`config.mk`:
```
export PLATFORM = sky130hd
export DESIGN_NAME = clk_out_router
export DESIGN_NICKNAME = d
export VERILOG_FILES = /design/src/rtl/clk_route_pkg.sv /design/src/rtl/dly_edge_track.sv /design/src/rtl/clk_pow2_scaler.sv /design/src/rtl/lockref_mux.sv /design/src/rtl/clk_out_router.sv
export SDC_FILE = /design/constraint.sdc
export NUM_CORES = 1
export LEC_CHECK = 0
export ABC_AREA = 1
export BUFFER_PORTS_ARGS = -buffer_cell sky130_fd_sc_hd__buf_2
export CAP_MARGIN = 25
export CORE_MARGIN = 10
export CORE_UTILIZATION = 45
export CTS_CLUSTER_SIZE = 20
export DETAILED_ROUTE_END_ITERATION = 6
export GPL_TIMING_DRIVEN = 0
export PLACE_DENSITY = 0.73
export SETUP_SLACK_MARGIN = 0.1
export SLEW_MARGIN = 10
export SYNTH_ARGS = -nofsm -noshare
export SYNTH_HDL_FRONTEND = slang
export SYNTH_HIERARCHICAL = 1
export SYNTH_SLANG_ARGS = --single-unit
```
`constraint.sdc`:
```
create_clock -name clk -period 2.5 [get_ports clk]
set_input_delay 0.25 -clock clk [delete_from_list [all_inputs] [get_ports clk]]
set_output_delay 0.25 -clock clk [all_outputs]
set_load 0.02 [all_outputs]
```
`src/rtl/clk_route_pkg.sv`:
```
package clk_route_pkg;

    localparam int SCALE_W = 2;
    localparam int N_OE    = 5;

    localparam int OE_DLY_DIFF = 0;
    localparam int OE_DLY_SE   = 1;
    localparam int OE_CLK_DIFF = 2;
    localparam int OE_CLK_SE   = 3;
    localparam int OE_FUNC     = 4;

    typedef struct packed {
        logic               src_full;
        logic [SCALE_W-1:0] scale;
        logic               en_pll;
        logic               en_dpa;
        logic               in_sel;
        logic               ref_pol;
        logic               func_sel;
        logic [N_OE-1:0]    oe;
    } route_cfg_t;

    localparam route_cfg_t CFG_RESET = '{
        src_full: 1'b0,
        scale:    '0,
        en_pll:   1'b1,
        en_dpa:   1'b0,
        in_sel:   1'b1,
        ref_pol:  1'b0,
        func_sel: 1'b0,
        oe:       '1
    };

    typedef enum logic [1:0] {
        LR_OFF = 2'd0,
        LR_DPA = 2'd1,
        LR_PLL = 2'd2,
        LR_REF = 2'd3
    } lr_mode_t;

    function automatic lr_mode_t lr_mode(input logic en_pll, input logic en_dpa);
        lr_mode_t m;
        case ({en_pll, en_dpa})
            2'b01:   m = LR_DPA;
            2'b10:   m = LR_PLL;
            2'b11:   m = LR_REF;
            default: m = LR_OFF;
        endcase
        return m;
    endfunction

endpackage

```
`src/rtl/dly_edge_track.sv`:
```
module dly_edge_track (
    input  logic clk,
    input  logic rst,
    input  logic lvl_i,
    output logic rise_o,
    output logic half_o
);
    logic lvl_q;
    logic half_q;

    // previous sample follows the input even in reset, so edges stay coherent
    always_ff @(posedge clk) begin
        lvl_q <= lvl_i;
    end

    assign rise_o = lvl_i & ~lvl_q;

    always_ff @(posedge clk) begin
        if (rst) begin
            half_q <= 1'b0;
        end else if (rise_o) begin
            half_q <= ~half_q;
        end
    end

    assign half_o = half_q;
endmodule

```
`src/rtl/clk_pow2_scaler.sv`:
```
module clk_pow2_scaler #(
    parameter int SEL_W = 2
) (
    input  logic             clk,
    input  logic             rst,
    input  logic             rise_i,
    input  logic             lvl_i,
    input  logic [SEL_W-1:0] req_i,
    output logic             out_o,
    output logic [SEL_W-1:0] act_o
);
    localparam int TAPS  = 1 << SEL_W;
    localparam int CNT_W = TAPS - 1;

    logic [CNT_W-1:0] cnt_q;
    logic [CNT_W-1:0] mask;
    logic [SEL_W-1:0] act_q;
    logic [TAPS-1:0]  taps;
    logic             period_end;

    always_comb begin
        for (int i = 0; i < CNT_W; i++) begin
            mask[i] = (i < int'(act_q));
        end
    end

    assign period_end = ((cnt_q & mask) == mask);

    always_ff @(posedge clk) begin
        if (rst) begin
            cnt_q <= '0;
            act_q <= '0;
        end else if (rise_i) begin
            if (period_end && (req_i != act_q)) begin
                act_q <= req_i;
                cnt_q <= '0;
            end else begin
                cnt_q <= cnt_q + CNT_W'(1);
            end
        end
    end

    assign taps[0] = lvl_i;
    for (genvar g = 1; g < TAPS; g++) begin : g_tap
        assign taps[g] = cnt_q[g-1];
    end

    assign out_o = taps[act_q];
    assign act_o = act_q;
endmodule

```
`src/rtl/lockref_mux.sv`:
```
module lockref_mux
    import clk_route_pkg::*;
(
    input  logic en_pll_i,
    input  logic en_dpa_i,
    input  logic in_sel_i,
    input  logic ref_pol_i,
    input  logic pll_lock_i,
    input  logic dpa_lock_i,
    input  logic sync_in_i,
    input  logic osc_div_i,
    output logic out_o
);
    lr_mode_t mode;

    always_comb begin
        mode = lr_mode(en_pll_i, en_dpa_i);
        case (mode)
            LR_DPA:  out_o = dpa_lock_i;
            LR_PLL:  out_o = pll_lock_i;
            LR_REF:  out_o = in_sel_i ? osc_div_i : (sync_in_i ^ ref_pol_i);
            default: out_o = 1'b0;
        endcase
    end
endmodule

```
`src/rtl/clk_out_router.sv`:
```
module clk_out_router
    import clk_route_pkg::*;
(
    input  logic               clk,
    input  logic               rst,
    input  logic               cfg_load_i,
    input  logic               cfg_src_full_i,
    input  logic [SCALE_W-1:0] cfg_scale_i,
    input  logic               cfg_en_pll_i,
    input  logic               cfg_en_dpa_i,
    input  logic               cfg_in_sel_i,
    input  logic               cfg_ref_pol_i,
    input  logic               cfg_func_sel_i,
    input  logic [N_OE-1:0]    cfg_oe_i,
    input  logic               dly_clk_i,
    input  logic               nd_clk_i,
    input  logic               pll_lock_i,
    input  logic               dpa_lock_i,
    input  logic               sync_in_i,
    input  logic               osc_div_i,
    input  logic               regen_sync_i,
    output logic               clk_diff_o,
    output logic               clk_diff_oe_o,
    output logic               clk_se_o,
    output logic               clk_se_oe_o,
    output logic               dclk_diff_o,
    output logic               dclk_diff_oe_o,
    output logic               dclk_se_o,
    output logic               dclk_se_oe_o,
    output logic               func_o,
    output logic               func_oe_o,
    output logic               lockref_o
);
    route_cfg_t         cfg_q;
    route_cfg_t         cfg_d;
    logic               rise_w;
    logic               half_w;
    logic               dclk_div_w;
    logic [SCALE_W-1:0] act_scale_w;
    logic               main_clk_w;
    logic               func_raw_w;
    logic [N_OE-1:0]    raw_w;
    logic [N_OE-1:0]    pin_w;

    always_comb begin
        cfg_d.src_full = cfg_src_full_i;
        cfg_d.scale    = cfg_scale_i;
        cfg_d.en_pll   = cfg_en_pll_i;
        cfg_d.en_dpa   = cfg_en_dpa_i;
        cfg_d.in_sel   = cfg_in_sel_i;
        cfg_d.ref_pol  = cfg_ref_pol_i;
        cfg_d.func_sel = cfg_func_sel_i;
        cfg_d.oe       = cfg_oe_i;
    end

    always_ff @(posedge clk) begin
        if (rst) begin
            cfg_q <= CFG_RESET;
        end else if (cfg_load_i) begin
            cfg_q <= cfg_d;
        end
    end

    dly_edge_track edge_i (
        .clk    (clk),
        .rst    (rst),
        .lvl_i  (dly_clk_i),
        .rise_o (rise_w),
        .half_o (half_w)
    );

    clk_pow2_scaler #(.SEL_W(SCALE_W)) scaler_i (
        .clk    (clk),
        .rst    (rst),
        .rise_i (rise_w),
        .lvl_i  (dly_clk_i),
        .req_i  (cfg_q.scale),
        .out_o  (dclk_div_w),
        .act_o  (act_scale_w)
    );

    lockref_mux lockref_i (
        .en_pll_i   (cfg_q.en_pll),
        .en_dpa_i   (cfg_q.en_dpa),
        .in_sel_i   (cfg_q.in_sel),
        .ref_pol_i  (cfg_q.ref_pol),
        .pll_lock_i (pll_lock_i),
        .dpa_lock_i (dpa_lock_i),
        .sync_in_i  (sync_in_i),
        .osc_div_i  (osc_div_i),
        .out_o      (lockref_o)
    );

    assign main_clk_w = cfg_q.src_full ? nd_clk_i : half_w;
    assign func_raw_w = cfg_q.func_sel ? sync_in_i : regen_sync_i;

    assign raw_w[OE_DLY_DIFF] = dly_clk_i;
    assign raw_w[OE_DLY_SE]   = dclk_div_w;
    assign raw_w[OE_CLK_DIFF] = main_clk_w;
    assign raw_w[OE_CLK_SE]   = main_clk_w;
    assign raw_w[OE_FUNC]     = func_raw_w;

    for (genvar p = 0; p < N_OE; p++) begin : g_pin
        assign pin_w[p] = raw_w[p] & cfg_q.oe[p];
    end

    assign dclk_diff_o    = pin_w[OE_DLY_DIFF];
    assign dclk_se_o      = pin_w[OE_DLY_SE];
    assign clk_diff_o     = pin_w[OE_CLK_DIFF];
    assign clk_se_o       = pin_w[OE_CLK_SE];
    assign func_o         = pin_w[OE_FUNC];

    assign dclk_diff_oe_o = cfg_q.oe[OE_DLY_DIFF];
    assign dclk_se_oe_o   = cfg_q.oe[OE_DLY_SE];
    assign clk_diff_oe_o  = cfg_q.oe[OE_CLK_DIFF];
    assign clk_se_oe_o    = cfg_q.oe[OE_CLK_SE];
    assign func_oe_o      = cfg_q.oe[OE_FUNC];
endmodule

```
# Word-level counts from Yosys, hierarchy flattened
# Index checks and enable logic that the tools add are counted.
# Widths: inputs -> output; s select.
[totals]
regBits = 20
latchBits = 0
ramBits = 0
rom_bits = 0
in_bits = 23
out_inout_bits = 11
word_cells = 45
n_memories = 0
[op_classes]
n_addsub = 1
multipliers = 0
n_div = 0
n_lt_le_gt_ge = 4
n_eq_ne = 8
shift = 0
muxes = 8
bitwise_logic = 10
n_reduce_logical = 2
[ops]
columns = ["cell", "count"]
rows = [
  ["$eq 2x2->1 const B", 4],
  ["$and 1x1->1", 6],
  ["$pmux 2 s3", 1],
  ["$eq 2x1->1 const B", 2],
  ["$lt 1x2->1 const A", 2],
  ["$mux 1", 4],
  ["$add 3x1->3 const B", 1],
  ["$and 3x3->3", 1],
  ["$eq 3x3->1", 1],
  ["$lt 2x3->1 const B", 1],
  ["$mux 3", 1],
  ["$pmux 1 s3", 1],
  ["$bmux 1 s2", 1],
  ["$lt 2x2->1 const A", 1],
  ["$ne 2x2->1", 1],
  ["$not 1->1", 2],
  ["$reduce_and 2->1", 1],
  ["$logic_and 1x1->1", 1],
  ["$xor 1x1->1", 1],
]

# Logic depth before layout (Yosys ltp)
# Gate-level depths: netlist (run 1).
[depth]
ltp_word = 5
depth_mapped = 8
depth_no_buf = 8

# Modules after synthesis
# Netlist (run 1), hierarchy kept.
[by_module_without_submodules]
columns = ["mod", "n_inst", "cells_per_inst", "area_each_um2", "seq_area_each_um2"]
rows = [
  ["clk_out_router", 1, 75, 530.5, 260.2],
  ["clk_pow2_scaler", 1, 54, 341.6, 100.1],
  ["dly_edge_track", 1, 10, 77.6, 40.0],
  ["lockref_mux", 1, 13, 60.1, 0.0],
]

# Worst setup path after synthesis (run 1)
# OpenSTA, ideal clock, no wires.
[synth_path]
path_type = "reg-to-output"
from = "register scaler_i.act_q[0] (netlist: scaler_i/act_o[0])"
to = "output port dclk_se_o"
t_arrival_ps = 875
required_ps = 2250
slack_ps = 1375
path_stages_with_launch = 7
n_path_buf = 1
cell_sequence = "dfxtp_1 buf_4 nand2_1 nand2_1 o22ai_1 nand2_1 inv_1"
[synth_via]
elab_chain_cells = 3
[synth_lines]
columns = ["item", "line", "rtl"]
rows = [
  ["start: declaration", "clk_pow2_scaler.sv:17", "logic [SEL_W-1:0] act_q;"],
  ["start signal: assignment", "clk_pow2_scaler.sv:35", "act_q <= req_i;"],
  ["$bmux 1 s2", "clk_pow2_scaler.sv:48", "assign out_o = taps[act_q];"],
  ["$mux 1 (implied by the code)", "clk_pow2_scaler.sv:48", ""],
  ["net dclk_div_w", "clk_out_router.sv:38", "logic dclk_div_w;"],
  ["$and 1x1->1", "clk_out_router.sv:104", "assign pin_w[p] = raw_w[p] & cfg_q.oe[p];"],
  ["end: declaration", "clk_out_router.sv:28", "output logic dclk_se_o,"],
]
# The timed path passes the listed nets, and every way through them passes these cells. The select of a mux whose other input is x is not followed.

# Worst setup path in the final report (run 1)
# Ends and elaborated chain as after synthesis.

==> metrics.md, run 1 <==
| Metric | Value |
|---|---|
| Result of the run | finished clean |
| Type of the worst setup path | register to output port |
| Comb pwr share | 24.4% |
| CTS hold repair buffers | 0 |
| Post-synth net total | 176 |
| TritonCTS clock tree | yes |
| Number of antenna violations at the first check in global routing | 0 |
| Fraction of layout cells with a size suffix above 1 | 27.13% |
| Dominant combinational cell family by area after synthesis | simple AND/OR/NAND/NOR gates |
| Clock network fraction of design power | 22.5% |
| Fraction of the mapped netlist area in simple logic gates | 33.95% |
| Endpoints failing setup | 0 |
| Power Dens Cells | 546.7 nW/um2 |
| Final Critical Period | 1587 ps |
| Max Cap Viol | 0 |
| DIE HEIGHT | 67.37 um |
| Synth top area cells | sky130_fd_sc_hd__dfxtp_1 40%, sky130_fd_sc_hd__nand2_1 15%, sky130_fd_sc_hd__nor2_1 10% |
| Launching instance or port of the critical path | scaler_i/act_o[0]$_SDFFE_PP0P_ |
| Fin Setup TNS | 0 ps |
| Quantity of gates resized following cts | 0 |
| Peak VDD IR | 289.8 uV |
| Detail Placement HPWL | 1.907 mm |
| Gate count after technology mapping | 152 |
| Library cell appearing most often on the critical path | sky130_fd_sc_hd__nand2_1 |
| End of the critical path | dclk_se_o |
| Area enclosed by the die boundary | 4539 um2 |
| Global router's overall resource usage | 11.19% |
| Post-CTS Setup Repair Bufs | 0 |
| Final #Nets | 214 |
| TritonCTS buffer count | 3 |
| Dominant register cell in the synthesized netlist | sky130_fd_sc_hd__dfxtp_1 |
| Critical-path top delay cell | sky130_fd_sc_hd__dfxtp_1 |
| Final hold vios | 0 |
| Number of cell rows | 17 |
| Insertion delay to the later sink of the worst-skew pair | 300 ps |
| R2R depth | 7 |
| Sequential share of power | 53.2% |
| Leftover overflow at the end of global routing | 0 |
| Switching Fraction | 31.24% |
| Top-area cell type share of the netlist area | 39.65% |
| Area Growth Syn to Fin | 22.06% |
| RD Place Congestion | 0.8550 |
| CTS Root Buffer Type | sky130_fd_sc_hd__clkbuf_4 |
| Fill count | 224 |
| Final setup slack of the worst path | 912.8 ps |
| Length of the first detailed-routing pass in iterations | 4 |
| Required time of the worst setup path | 2250 ps |
| DRC violation count after routing | 0 |
| Path class of the lowest-slack min-delay path | input pin to register |
| Post-route core utilization | 56.81% |
| Overall die width | 67.37 um |
| Arrival time of data at the critical path endpoint | 1340 ps |
| Highest achievable clock rate | 630.0 MHz |
| Ratio of routed vias to standard cells | 4.602 |
| Count of final max-slew check failures | 0 |
| Library cells used by synthesis | 25 |
| Mux contribution to synthesized area | 0.9913% |
| Final ANT Viol Nets | 0 |
| Total number of H-tree levels | 1 |
| Net Switching | 0.2105 mW |
| Fin crit share | 63.49% |
| Compound-cell area share of the yosys netlist | 7.559% |
| TritonCTS Sinks | 20 |
| Number of warnings printed during yosys synthesis | 6 |
| Pre-CTS setup slack | 1224 ps |
| Crit-path max cell delay | 320 ps |
| Final design area excluding fillers | 1232 um2 |
| Effective utilization at floorplan | 46.54% |
| Largest net degree at the start of global routing | 11 |
| Number of antenna diodes | 0 |
| Maximum count of clock buffers along a single path | 2 |
| Ordered list of cells on the worst path | buf_4, nand2_1, nand2_1, o22ai_1, nand2_1, inv_1, buf_2 |
| RSZ-0062 raised after global routing | no |
| EDFF count, synth | 0 |
| Tightest Pin Transition | 214.4 ps |
| Total leakage power | 0.6670 nW |
| Per-cell routed wire length | 10.93 um |
| Average instance area after synthesis | 6.643 um2 |
| Post-synthesis share of cell area spent on full adders, half adders and majority gates | 1.239% |
| Core area | 2170 um2 |
| Clock Skew | 5.471 ps |
| Internal power | 0.4633 mW |
| Async set or reset register ratio after synthesis | 0% |
| Register area share after synthesis | 39.65% |
| Routed WL | 2.361 mm |
| Drt first-iter violations | 48 |
| Count of buffers inserted at the top-level ports | 33 |
| Max_slew headroom | 85.65% |
| Instance area at placement | 1210 um2 |
| Global-route wire length before repair | 4.057 mm |
| Post-synthesis cell type with the largest combined area | sky130_fd_sc_hd__dfxtp_1 |
| FF+latch count, synth | 20 |
| Most frequently used cell type in the post-synthesis netlist | sky130_fd_sc_hd__nand2_1 |
| Via count of the first global-routing pass | 995 |
| Commonest cells in the netlist | 40 x sky130_fd_sc_hd__nand2_1, 28 x sky130_fd_sc_hd__nor2_1, 21 x sky130_fd_sc_hd__inv_1, 20 x sky130_fd_sc_hd__dfxtp_1, 8 x sky130_fd_sc_hd__nand3_1 |
| I/O pin count | 34 |
| Synth Area in XOR/XNOR | 3.470% |
| Worst reg2reg path startpoint | scaler_i/act_o[0]$_SDFFE_PP0P_ |
| Clock input transition at the sequential cells of the worst setup and hold paths | 110 ps |
| Via total after detailed routing | 994 |
| CP Capture Type | output port |
| Critical path startpoint category | register |
| Crit-path max FO | 8 |
| RR Endpoint | scaler_i/cnt_q[0]$_SDFFE_PP0P_ |
| Reg2Reg Setup Slack | 1340 ps |
| Area of the mapped netlist | 1010 um2 |
==> routing by layer <==
layer | global-route usage (%) | up-vias | wire [um]
met1 | 12.38 | 441 | 991
met3 | 3.636 | 2 | 119
li1 | - | 530 | -
met5 | 0 | - | 0
met4 | 4.359 | 0 | 14
met2 | 19.43 | 21 | 1235
==> metrics by stage <==
stage	power (mW)	hold WS, ps	std cells
after detailed placement	0.5307	435.3	213
after global routing	0.7186	120.3	216
after global placement	0.5232	435.8	213
final	0.6738	124.0	216
after floorplan	0.4745	277.7	152
after CTS	0.6811	118.4	216
==> worst max-delay path, delay by kind of cell, from the launching register on <==
family          cells  cell delay (ps)
compound gates      1              170
buf+inv             3              340
flops               1              320
simple gates        3              200
==> worst min path at each step <==
| stage | end | depth (start not counted) | startpoint |
|---|---|---|---|
| 2_1_floorplan | edge_i/lvl_q$_DFF_P_ | 0 | dly_clk_i |
| 3_3_place_gp | edge_i/lvl_q$_DFF_P_ | 1 | dly_clk_i |
| 3_5_place_dp | edge_i/lvl_q$_DFF_P_ | 1 | dly_clk_i |
| 4_1_cts | edge_i/lvl_q$_DFF_P_ | 1 | dly_clk_i |
| 5_1_grt | edge_i/lvl_q$_DFF_P_ | 1 | dly_clk_i |
| 6_report | edge_i/lvl_q$_DFF_P_ | 1 | dly_clk_i |
==> power groups by stage <==
stage               Clock (mW)  Sequential, mW  Combinational [mW]
floorplan                    0           0.369               0.106
global placement             0           0.364               0.159
detailed placement           0           0.365               0.165
CTS                      0.157           0.358               0.166
global route             0.169           0.362               0.187
finish                   0.151           0.358               0.164
==> registers in the layout, summed over array words and instances, names as in the netlist <==
name            cells
dclk_diff_oe_o      1
dclk_se_oe_o        1
scaler_i/act_o      2
clk_diff_oe_o       1
clk_se_oe_o         1
func_oe_o           1
edge_i/half_o       1
cfg_q               8
edge_i/lvl_q        1
scaler_i/cnt_q      3
==> final cells by class <==
cell class	instances	area (um2)	area share, %
plain buffers	5	38.79	3.147
clock buffers	3	22.52	1.827
inverters	25	93.84	7.614
multi-input cells	102	476.7	38.68
flip-flops and latches	20	400.4	32.49
well taps	28	35.03	2.843
repair buffers	33	165.2	13.40
==> placed cells by master (no fill, tap or decap), types with 3 or more instances in the layout <==
cell type                  count
sky130_fd_sc_hd__nand2_1      40
sky130_fd_sc_hd__buf_2        34
sky130_fd_sc_hd__nor2_1       28
sky130_fd_sc_hd__inv_1        21
sky130_fd_sc_hd__dfxtp_1      20
sky130_fd_sc_hd__nand3_1       8
sky130_fd_sc_hd__o21ai_1       4
sky130_fd_sc_hd__inv_2         3
sky130_fd_sc_hd__buf_4         3
sky130_fd_sc_hd__nor2_2        3
sky130_fd_sc_hd__o21ai_0       3
sky130_fd_sc_hd__clkbuf_4      3
==> cells by family after synthesis <==
family	Yosys count
AND/OR/NAND/NOR	83
buffers and inverters	30
flip-flops	20
AO/OA/AOI/OAI	13
XOR/XNOR	4
multiplexers	1
adder cells (fa/ha/maj)	1
(Power assumes the default switching activity.)
==> inputs of run 2 (changes only) <==
ABC_AREA = 0   (was 1)
CORE_UTILIZATION = 43   (was 45)
clock period = 1.3 ns   (was 2.5 ns; I/O delays follow)
==> run 2 against run 1 <==
- the flow now finishes with violations (negative setup slack)
- clock skew decreased by 2.2 ps
- routed wire length is 9.6% lower
- flip-flop and latch count unchanged
- die area shrank 0.56%
- register-to-register slack worse by 1400 ps
- largest power group unchanged
==> metrics.md, run 2 <==
| Metric | Value |
|---|---|
| Number of flip-flops in the largest register | 8 (unchanged) |
| Sequential share of power | 54.9% (was 53.2%) |
| Endpoints failing setup | 6 (was 0) |
| Crit-path max FO | 2 (was 8) |
| Critical path startpoint category | register (unchanged) |
| Synth top area cells | sky130_fd_sc_hd__dfxtp_1 42%, sky130_fd_sc_hd__mux2i_1 12%, sky130_fd_sc_hd__nor2b_1 7.2% (was sky130_fd_sc_hd__dfxtp_1 40%, sky130_fd_sc_hd__nand2_1 15%, sky130_fd_sc_hd__nor2_1 10%) |
| Via count of the first global-routing pass | 778 (was 995) |
| Area Growth Syn to Fin | 35.16% (was 22.06%) |
| Count of final max-slew check failures | 0 (unchanged) |
| Required time of the worst setup path | 1170 ps (was 2250 ps) |
| Number of antenna violations at the first check in global routing | 0 (unchanged) |
| End of the critical path | dclk_se_o (unchanged) |
| EDFF count, synth | 0 (unchanged) |
| Clock Skew | 3.283 ps (was 5.471 ps) |
| Ordered list of cells on the worst path | mux4_2, and2_4, buf_6 (was buf_4, nand2_1, nand2_1, o22ai_1, nand2_1, inv_1, buf_2) |
| Per-cell routed wire length | 13.34 um (was 10.93 um) |
| Via total after detailed routing | 792 (was 994) |
| Max Cap Viol | 0 (unchanged) |
| Library cells used by synthesis | 30 (was 25) |
| Async set or reset register ratio after synthesis | 0% (unchanged) |
| Fraction of layout cells with a size suffix above 1 | 44.70% (was 27.13%) |
| Global-route wire length before repair | 3.539 mm (was 4.057 mm) |
| Post-route core utilization | 59.63% (was 56.81%) |
| DRC violation count after routing | 0 (unchanged) |
| Switching Fraction | 26.75% (was 31.24%) |
| Highest achievable clock rate | 650.8 MHz |
| Drt first-iter violations | 20 (was 48) |
| Global router's overall resource usage | 9.687% (was 11.19%) |
| Length of the first detailed-routing pass in iterations | 3 (was 4) |
| Total number of H-tree levels | 1 (unchanged) |
| Clock network fraction of design power | 22.2% (was 22.5%) |
| Final ANT Viol Nets | 0 (unchanged) |
| Tightest Pin Transition | 442.2 ps (was 214.4 ps) |
| Number of standard cells in the final layout excluding fillers | 160 (was 216) |
| Violations in the final reports | negative setup slack |
| Critical-path top delay cell | sky130_fd_sc_hd__mux4_2 (was sky130_fd_sc_hd__dfxtp_1) |
| Comb pwr share | 22.8% (was 24.4%) |
| Final setup slack of the worst path | -236.7 ps (was 912.8 ps) |
| Worst reg2reg path startpoint | scaler_i/act_o[0]$_SDFFE_PP0P_ (unchanged) |
| Instance count along the most critical hold path | 2 (was 1) |
| Top-area cell type share of the netlist area | 41.83% (was 39.65%) |
| Final hold vios | 0 (unchanged) |
| RD Place Congestion | 0.8216 (was 0.8550) |
| Launching instance or port of the critical path | scaler_i/act_o[0]$_SDFFE_PP0P_ (unchanged) |
| Count of buffers inserted at the top-level ports | 33 (unchanged) |
| TritonCTS buffer count | 3 (unchanged) |
| Kind of cell adding the most delay to the critical path | multiplexers (was buffers and inverters) |
| Most flops, register | cfg_q (unchanged) |
| Commonest non-fill, non-tap cells in the layout | 29 x sky130_fd_sc_hd__buf_2, 15 x sky130_fd_sc_hd__dfxtp_1, 11 x sky130_fd_sc_hd__nor2b_1 (was 40 x sky130_fd_sc_hd__nand2_1, 34 x sky130_fd_sc_hd__buf_2, 28 x sky130_fd_sc_hd__nor2_1) |
| Dpl cells | 152 (was 213) |
| RSZ-0062 raised after global routing | yes (was no) |
| Total leakage power | 0.5744 nW (was 0.6670 nW) |
| Result of the run | finished, violations left (was finished clean) |
| Commonest cells in the netlist | 20 x sky130_fd_sc_hd__dfxtp_1, 11 x sky130_fd_sc_hd__mux2i_1, 11 x sky130_fd_sc_hd__nor2b_1, 8 x sky130_fd_sc_hd__nor2_1, 6 x sky130_fd_sc_hd__a211o_1 (was 40 x sky130_fd_sc_hd__nand2_1, 28 x sky130_fd_sc_hd__nor2_1, 21 x sky130_fd_sc_hd__inv_1, 20 x sky130_fd_sc_hd__dfxtp_1, 8 x sky130_fd_sc_hd__nand3_1) |
| Fin crit share | 118.2% |
| Post-synthesis cell type with the largest combined area | sky130_fd_sc_hd__dfxtp_1 (unchanged) |
| Routed WL | 2.134 mm (was 2.361 mm) |
| RR Endpoint | scaler_i/cnt_q[1]$_SDFFE_PP0P_ (was scaler_i/cnt_q[0]$_SDFFE_PP0P_) |
| Most common cell after layout, fill and taps aside | sky130_fd_sc_hd__buf_2 (was sky130_fd_sc_hd__nand2_1) |
| Arrival time of data at the critical path endpoint | 1410 ps (was 1340 ps) |
| Overall die width | 67.18 um (was 67.37 um) |
| Detail Placement HPWL | 1.660 mm (was 1.907 mm) |
| Crit-path max cell delay | 480 ps (was 320 ps) |
| Number of cell rows | 17 (unchanged) |
| Path class of the lowest-slack min-delay path | input pin to register (unchanged) |
| Final #Nets | 158 (was 214) |
| Fill count | 194 (was 224) |
| Maximum count of clock buffers along a single path | 2 (unchanged) |
| Final Critical Period | 1537 ps |
| Reg2Reg Setup Slack | -60 ps (was 1340 ps) |
| Area of the mapped netlist | 957.2 um2 (was 1010 um2) |
| Largest net degree at the start of global routing | 14 (was 11) |
| Ratio of routed vias to standard cells | 4.950 (was 4.602) |
| Type of the worst setup path | register to output port (unchanged) |
| Net Switching | 0.3302 mW (was 0.2105 mW) |
| Critical path buffers and inverters | 1 (was 3) |
| Number of antenna diodes | 0 (unchanged) |
| Max_slew headroom | 70.52% (was 85.65%) |
| CP Capture Type | output port (unchanged) |
| FF+latch count, synth | 20 (unchanged) |
| TritonCTS Sinks | 20 (unchanged) |
| Peak VDD IR | 726.4 uV (was 289.8 uV) |
| Post-synth net total | 115 (was 176) |
| WP depth | 3 (was 7) |
| CTS Root Buffer Type | sky130_fd_sc_hd__clkbuf_4 (unchanged) |
| TritonCTS clock tree | yes (unchanged) |
| Leftover overflow at the end of global routing | 0 (unchanged) |
| Effective utilization at floorplan | 44.12% (was 46.54%) |
| Number of warnings printed during yosys synthesis | 6 (unchanged) |
| Gate count after technology mapping | 91 (was 152) |
| Core area | 2170 um2 (unchanged) |
| Internal power | 0.9044 mW (was 0.4633 mW) |
| Average instance area after synthesis | 10.52 um2 (was 6.643 um2) |
| R2R depth | 7 (unchanged) |
| Area enclosed by the die boundary | 4513 um2 (was 4539 um2) |
| Insertion delay to the later sink of the worst-skew pair | 290 ps (was 300 ps) |
| Register area share after synthesis | 41.83% (was 39.65%) |
| Power Dens Cells | 954.3 nW/um2 (was 546.7 nW/um2) |
| Clock input transition at the sequential cells of the worst setup and hold paths | 100 ps (was 110 ps) |
| I/O pin count | 34 (unchanged) |
| DIE HEIGHT | 67.18 um (was 67.37 um) |
| Most frequently used cell type in the post-synthesis netlist | sky130_fd_sc_hd__dfxtp_1 (was sky130_fd_sc_hd__nand2_1) |
| Dominant register cell in the synthesized netlist | sky130_fd_sc_hd__dfxtp_1 (unchanged) |
## run 2: cell types whose count changed after synthesis, sizes merged, moves of 6 or more
cell / delta
nor2: -23
mux2i: +10
nand2: -39
inv: -22
nand3: -9
o21ai: -6
nor2b: +12
a211o: +7
## run 2: power groups by stage
stage	Combinational (mW)	Clock [mW]	Sequential [mW]
3_5_place_dp	0.249	0	0.692
6_report	0.282	0.275	0.678
5_1_grt	0.307	0.303	0.685
3_3_place_gp	0.243	0	0.689
4_1_cts	0.284	0.296	0.678
2_1_floorplan	0.151	0	0.700
## run 2: worst register-to-register path, stage by stage (launching register included)
cell and delay [ps]:
sky130_fd_sc_hd__dfxtp_4 360, sky130_fd_sc_hd__buf_4 130, sky130_fd_sc_hd__buf_6 100, sky130_fd_sc_hd__buf_6 110, sky130_fd_sc_hd__xor2_2 160, sky130_fd_sc_hd__nor2_2 70
sky130_fd_sc_hd__a2111oi_4 240, sky130_fd_sc_hd__nor3_1 80
## run 2: kinds of logic after synthesis
kind of cell / after synthesis / synth area share [%]
DFF: 20 / 41.83
muxes: 13 / 15.82
adders and majority gates: 1 / 1.307
and+or+nand+nor: 34 / 20.65
xor gates and xnor gates: 5 / 4.575
buffers and inverters: 5 / 4.575
AOI/OAI and AO/OA: 13 / 11.24
## run 2: layer usage
metal | vias to the layer above | GRT usage [%] | share of wire [%]
li1 | 403 | - | -
met1 | 371 | 10.42 | 42
met2 | 16 | 17.30 | 49
met3 | 2 | 3.471 | 8.3
met4 | 0 | 3.077 | 0.28
met5 | - | 0 | 0
## run 2: timing repair
item	CTS	global route
resized for setup	18	5
setup buffers	5	1
pin swaps	6	5
hold endpoints to repair	1	0
hold buffers	1	0
endpoints found under the setup margin	9	10
## run 2: final cells by class
cell class / instances / area (um2) / share of cell area, %
inverters: 2 / 7.507 / 0.5803
plain buffers: 3 / 36.28 / 2.805
clock buffers: 3 / 22.52 / 1.741
well taps: 28 / 35.03 / 2.708
repair buffers: 38 / 232.7 / 17.99
flip-flops and latches: 20 / 409.1 / 31.62
multi-input cells: 66 / 550.5 / 42.55
## run 2: how the worst min path moves through the flow
stage	from	endpoint	slack [ps]
after floorplan	dly_clk_i	edge_i/lvl_q$_DFF_P_	160
after global placement	dly_clk_i	edge_i/lvl_q$_DFF_P_	280
after detailed placement	dly_clk_i	edge_i/lvl_q$_DFF_P_	280
after CTS	cfg_oe_i[4]	func_oe_o$_SDFFE_PP1P_	30
after global routing	cfg_oe_i[4]	func_oe_o$_SDFFE_PP1P_	30
final	cfg_oe_i[4]	func_oe_o$_SDFFE_PP1P_	40
## run 2: metrics by stage
stage	hold slack (ps)	power, mW	instance area (um2)	setup WS (ps)	TNS [ps]
floorplan	157.7	0.8510	957.2	125.1	0
global placement	280.6	0.9329	1157	-22.25	-22.25
detailed placement	281.1	0.9414	1157	-17.38	-62.67
CTS	26.24	1.258	1291	-258.6	-1278
global route	28.40	1.294	1294	-275.3	-954.6
finish	39.48	1.235	1294	-236.7	-487.4
